==> config.mk <==
export PLATFORM = sky130hd
export DESIGN_NAME = seq5_counter
export DESIGN_NICKNAME = d
export VERILOG_FILES = /design/src/rtl/seq5_pkg.sv /design/src/rtl/seq5_state_reg.sv /design/src/rtl/seq5_next.sv /design/src/rtl/seq5_member.sv /design/src/rtl/seq5_counter.sv
export SDC_FILE = /design/constraint.sdc
export NUM_CORES = 1
export LEC_CHECK = 0
export CAP_MARGIN = 30
export CORE_AREA = 4 4 41 43
export DETAILED_ROUTE_END_ITERATION = 12
export DIE_AREA = 0 0 45 47
export MAX_ROUTING_LAYER = met4
export PLACE_DENSITY = 0.33
export SYNTH_ARGS = -nofsm -noshare
export SYNTH_HDL_FRONTEND = slang
export SYNTH_HIERARCHICAL = 1
export SYNTH_SLANG_ARGS = --single-unit
==> constraint.sdc <==
create_clock -name clk -period 3.6 [get_ports clk]
set_input_delay 0.54 -clock clk [delete_from_list [all_inputs] [get_ports clk]]
set_output_delay 0.54 -clock clk [all_outputs]
set_load 0.02 [all_outputs]
==> src/rtl/seq5_pkg.sv <==
package seq5_pkg;
  localparam int STATE_W  = 3;
  localparam int LOOP_LEN = 5;

  typedef logic [STATE_W-1:0] code_t;

  // Loop codes in stepping order (CBA).
  localparam code_t LOOP_CODES [LOOP_LEN] = '{3'b000, 3'b100, 3'b111, 3'b010, 3'b011};

  function automatic logic in_loop(code_t c);
    logic hit;
    hit = 1'b0;
    for (int i = 0; i < LOOP_LEN; i++) begin
      if (c == LOOP_CODES[i]) hit = 1'b1;
    end
    return hit;
  endfunction
endpackage

==> src/rtl/seq5_state_reg.sv <==
module seq5_state_reg #(
  parameter int              W       = 3,
  parameter logic [W-1:0]    RST_VAL = '0
) (
  input  logic         clk,
  input  logic         rst,
  input  logic [W-1:0] d,
  output logic [W-1:0] q
);
  always_ff @(posedge clk) begin
    if (rst) q <= RST_VAL;
    else     q <= d;
  end
endmodule

==> src/rtl/seq5_next.sv <==
module seq5_next
  import seq5_pkg::*;
(
  input  code_t cur,
  output code_t nxt
);
  logic c, b, a;
  assign c = cur[2];
  assign b = cur[1];
  assign a = cur[0];

  // D-input equations, reduced with the unused codes steered to fixed successors.
  assign nxt[2] = ~b;
  assign nxt[1] = c | (b ^ a);
  assign nxt[0] = (~c & ~b & a) | (~a & (b | c));
endmodule

==> src/rtl/seq5_member.sv <==
module seq5_member
  import seq5_pkg::*;
(
  input  code_t code,
  output logic  hit
);
  logic [LOOP_LEN-1:0] match;
  for (genvar i = 0; i < LOOP_LEN; i++) begin : g_cmp
    assign match[i] = (code == LOOP_CODES[i]);
  end
  assign hit = |match;
endmodule

==> src/rtl/seq5_counter.sv <==
module seq5_counter
  import seq5_pkg::*;
#(
  parameter logic [2:0] RESET_CODE = 3'b000
) (
  input  logic       clk,
  input  logic       rst,
  output logic [2:0] state_o,
  output logic       valid_o
);
  localparam logic RESET_VALID = in_loop(RESET_CODE);

  code_t cur_q, nxt_d;
  logic  nxt_hit;

  seq5_next u_next (
    .cur (cur_q),
    .nxt (nxt_d)
  );

  seq5_member u_member (
    .code (nxt_d),
    .hit  (nxt_hit)
  );

  seq5_state_reg #(.W(STATE_W), .RST_VAL(RESET_CODE)) u_state (
    .clk (clk),
    .rst (rst),
    .d   (nxt_d),
    .q   (cur_q)
  );

  // The flag is registered from the next code, so it lines up with state_o.
  seq5_state_reg #(.W(1), .RST_VAL(RESET_VALID)) u_valid (
    .clk (clk),
    .rst (rst),
    .d   (nxt_hit),
    .q   (valid_o)
  );

  assign state_o = cur_q;
endmodule

Yosys cells after proc, flatten, opt, wreduce, memory -nomap -nowiden
Index checks and enable logic that the tools add are counted.

Output and inout bits: 4. Bits of input ports: 2. Bits in registers: 4. Logic and storage cells: 18.

Equal/unequal tests: 4. Bitwise logic cells: 10. Reduce and logical (&&, ||, !) cells: 2.

Operator list (count): $eq A3 B2 Y1 const B (2); $eq A3 B3 Y1 const B (2); $reduce_or A5 Y1 (1); $and A1 B1 Y1 (3); $logic_not A3 Y1 (1); $not A1 Y1 (3); $or A1 B1 Y1 (3); $xor A1 B1 Y1 (1).

Logic depth before layout (Yosys ltp)
Depth in word-level cells: 6. Gate-level depth with buffers: 5. Gate-level depth less buffers: 5.

Modules after synthesis
Netlist, hierarchy kept.

By module, submodules not included: seq5_state_reg (u_state) (seq. area each 60.1 um2, cells an instance 6, area an instance 78.8 um2, instances 1); seq5_next (seq. area each 0.0 um2, cells an instance 5, area an instance 31.3 um2, instances 1); seq5_state_reg (u_valid) (seq. area each 20.0 um2, cells an instance 2, area an instance 26.3 um2, instances 1); seq5_member (seq. area each 0.0 um2, cells an instance 2, area an instance 15.0 um2, instances 1).

Least setup slack after synthesis
OpenSTA, ideal clock, no wires.

Path type: register -> register. From: reg u_state.q[1]. To: reg u_valid.q. Stages on the path, launching flop included: 5. Path slack: 2.219 ns. Data required time: 3.480 ns. Arrival time: 1.261 ns. Period minus slack after synthesis: 1.381 ns. Setup time: 0.120 ns. Buffers on the path: 0. Cell sequence: dfxtp_1 nor2_1 xnor2_1 mux2_2 or2_1.

Word-level cells in the longest chain between the ends: 6. Elaborated cells between the ends (all ways): 14. Those cells by class: 4 x eq/ne; 8 x bitwise; 2 x reduce/logical.

Ends and longest elaborated chain: start: declaration (RTL line seq5_state_reg.sv:8) `output logic [W-1:0] q`; start signal: assignment (RTL line seq5_state_reg.sv:11) `if (rst) q <= RST_VAL;`; start signal: assignment (RTL line seq5_state_reg.sv:12) `else q <= d;`; $not A1 Y1 (RTL line seq5_next.sv:15) `assign nxt[0] = (~c & ~b & a) | (~a & (b | c));`; $and A1 B1 Y1 (2 in series) (RTL line seq5_next.sv:15); $or A1 B1 Y1 * (RTL line seq5_next.sv:15); net nxt_d[0] (RTL line seq5_counter.sv:13) `code_t cur_q, nxt_d;`; $eq A3 B3 Y1 (tied with other cells) (RTL line seq5_member.sv:9) `assign match[i] = (code == LOOP_CODES[i]);`; $reduce_or A5 Y1 * (RTL line seq5_member.sv:11) `assign hit = |match;`; net nxt_hit (RTL line seq5_counter.sv:14) `logic nxt_hit;`; end signal: assignment (RTL line seq5_state_reg.sv:11); end signal: assignment (RTL line seq5_state_reg.sv:12); end: declaration (RTL line seq5_state_reg.sv:8).

The timed path passes the listed nets; every way through them passes the cells marked *. A chain may end at the register's enable or synchronous reset.

Worst setup path in the final report
From: reg u_state.q[1]. To: out state_o[1].

RTL lines: end: declaration (RTL line seq5_counter.sv:8) `output logic [2:0] state_o,`.

No word-level cell between the ends.

==> results.md <==
- Post-CTS Resized: 0
- Max FO, Critical Path: 4
- Clock transition at the registers of the reported paths: 0.04 ns
- Setup violations, final: 0
- Die Footprint: 2120 um2
- Nets: 27
- Crit path required time: just over 3 ns
- Cell taking the most area after synthesis: dfxtp_1
- Max cap viols: 0
- Rows: 13
- Syn Nets: 17
- Hold Crit Endpoint: u_state/q[2]
- Yosys Warn Count: 6
- GRT overflow: 0
- HP Class: register to register
- P_sw: 0.0777 mW
- Placer Congestion: 0.624
- Worst R2R End: u_valid/q
- Leak: slightly above 0.09 nW
- Register area share after synthesis: 0.529
- Post-Syn Instances: 15
- Share of Yosys cell area claimed by the top area cell type: 0.529
- First-pass GRT wire length: ~500 um
- Worst vdd ir: 0.307 mV
- Final cycle utilization of the critical path: 0.494
- Hold Path Stages: 2
- Place WS: around 2.1 ns
- Vias per cell: 3.11
- PortBufs: 5
- Highest Clock Rate: 562 MHz
- Largest net degree at the start of global routing: 5
- Buf/Inv on CP: 1
- Final WL: 293 um
- Clk root buf: clkbuf_4
- Pwr/cell area: 965 nW/um2
- Final hold vios: 0
- Area delta synth->final: 60.3%
- CTS HTree Levels: 1
- R2R setup slack: 2.26 ns
- Vias after detailed routing: 118
- Routed wire length per instance: between 7 and 8 um
- I/O pin count: 6
- Unrepaired setup endpoints after global routing: no
- Crit Path Class: register to output pin
- Combinational share of power: 0.447
- CP peak stage delay: 0.62 ns
- CP arrival: around 1.2 ns
- Status: completed
- Synth Area per Inst: 10.1 um2
- Synth top area cells: dfxtp_1 (53%), nor2b_1 (12%), xnor2_1 (12%)
- Seq pwr share: 0.304
- EDFF count, synth: 0
- GRT Util Overall: 0.0449
- Worst Setup Start Kind: register
- Top-count cell post-synth: dfxtp_1
- Core area: between 1000 and 1500 um2
- Ys async rst share: 0
- Post-CTS Hold Fix Bufs: 0
- CP delay by family, top: buffers and inverters
- Clk_lat worst skew: 0.24 ns
- Final worst path period need: 1.78 ns
- Switching share of power: 0.332
- Setup Skew: around 0.0048 ns
- # DRC: 0
- Share of cells above drive strength 1: 0.174
- Slew Viols, Final: 0
- R2R cell count: 4
- Clock Path Buffers: 2
- Slew @ Worst Pin: 0.215 ns
- Most common library cells after synthesis: dfxtp_1 (4), nor2b_1 (3), xnor2_1 (2)
- Clk network pwr share: 0.249
- Yosys reg bits: 4
- CTS tree: done
- Crit. End Element: output pin
- Antenna diode count: 0
- Antenna violations before repair: 0
- Starting Density: 0.116
- Worst r2r src: u_state/q[1]
- Worst path cell trace: clkdlybuf4s50_1
- Post-CTS Setup Bufs: 0
- Chip height: 47 um
- Setup TNS: 0 ns
- Slew HR: 0.856
- Antenna Violating Nets Remaining: 0
- Vias in the first global route: between 100 and 150
- Worst setup margin: approximately 1.8 ns
- Starting DRT DRC Count: 1
- TritonCTS Buffers: 3
- Number of iterations in the first detailed-routing pass: 2
- Synthesized area: 151 um2
- Pint: 0.156 mW
- Netlist cell types: 9
- Clock Sinks: 4
- Slowest CP cell: clkdlybuf4s50_1
- Main synth FF type: dfxtp_1
- Crit. Startpoint: u_state/q[1]
- Die W: around 45 um
- Hold_sp: u_state/q[1]
-- per-layer routing --
metal,part of all wire,up-vias,track usage
li1,-,62,-
met1,0.50,49,0.0409
met2,0.35,7,0.0367
met3,0.14,0,0.0575
met4,0,0,0.0526
met5,0,-,-
-- per-stage QoR --
step | instances | util | hold WS (ns) | instance area (um2) | power [mW]
floorplan | 15 | - | 0.609 | 151 | 0.138
global placement | 35 | 0.169 | 0.567 | 220 | 0.178
detailed placement | 35 | 0.169 | 0.545 | 220 | 0.177
CTS | 38 | 0.187 | 0.559 | 243 | 0.237
global route | 38 | 0.187 | 0.598 | 243 | 0.254
finish | 38 | 0.187 | 0.557 | 243 | 0.234
-- sequential cells by signal, indices dropped and copies added, names as in the netlist --
signal and flops:
u_state/q 3, u_valid/q 1
-- logic make-up after synthesis --
family                 after synthesis  share of synthesized area
multiplexers                         1                     0.0744
XOR/XNOR                             2                      0.116
AND/OR/NAND/NOR                      7                      0.256
flip-flops                           4                      0.529
buffers and inverters                1                     0.0248
-- power by group through the flow --
stage          sequential, mW  combinational [mW]  clock [mW]
5_1_grt                0.0742               0.113      0.0669
3_5_place_dp           0.0724               0.105           0
6_report               0.0712               0.105      0.0582
2_1_floorplan          0.0916              0.0462           0
3_3_place_gp           0.0721               0.106           0
4_1_cts                0.0716               0.105      0.0598
-- placed cells by master, fill, tap and decap left out, drive strengths merged --
| cell type | n |
|---|---|
| nor2b | 3 |
| nand2b | 1 |
| or2 | 1 |
| nor2 | 1 |
| dfxtp | 4 |
| clkdlybuf4s50 | 5 |
| inv | 1 |
| mux2 | 1 |
| clkbuf | 3 |
| nand2 | 1 |
| xnor2 | 2 |
-- worst max path at each step --
stage                 end  depth (start not counted)  slack (ns)
4_1_cts        state_o[1]                          1        1.81
2_1_floorplan   u_valid/q                          4        2.22
3_3_place_gp   state_o[1]                          1        2.05
5_1_grt        state_o[1]                          1        1.76
6_report       state_o[1]                          1        1.82
3_5_place_dp   state_o[1]                          1        2.07
-- area by class of cell --
type | count | area [um2]
Inverter | 1 | 3.75
Sequential cell | 4 | 80.1
Tap cell | 15 | 18.8
Clock buffer | 3 | 22.5
Fill cell | 155 | 1060
Timing Repair Buffer | 5 | 50.0
Multi-Input combinational cell | 10 | 67.6
Note: power is estimated with default switching activity, not from simulation.
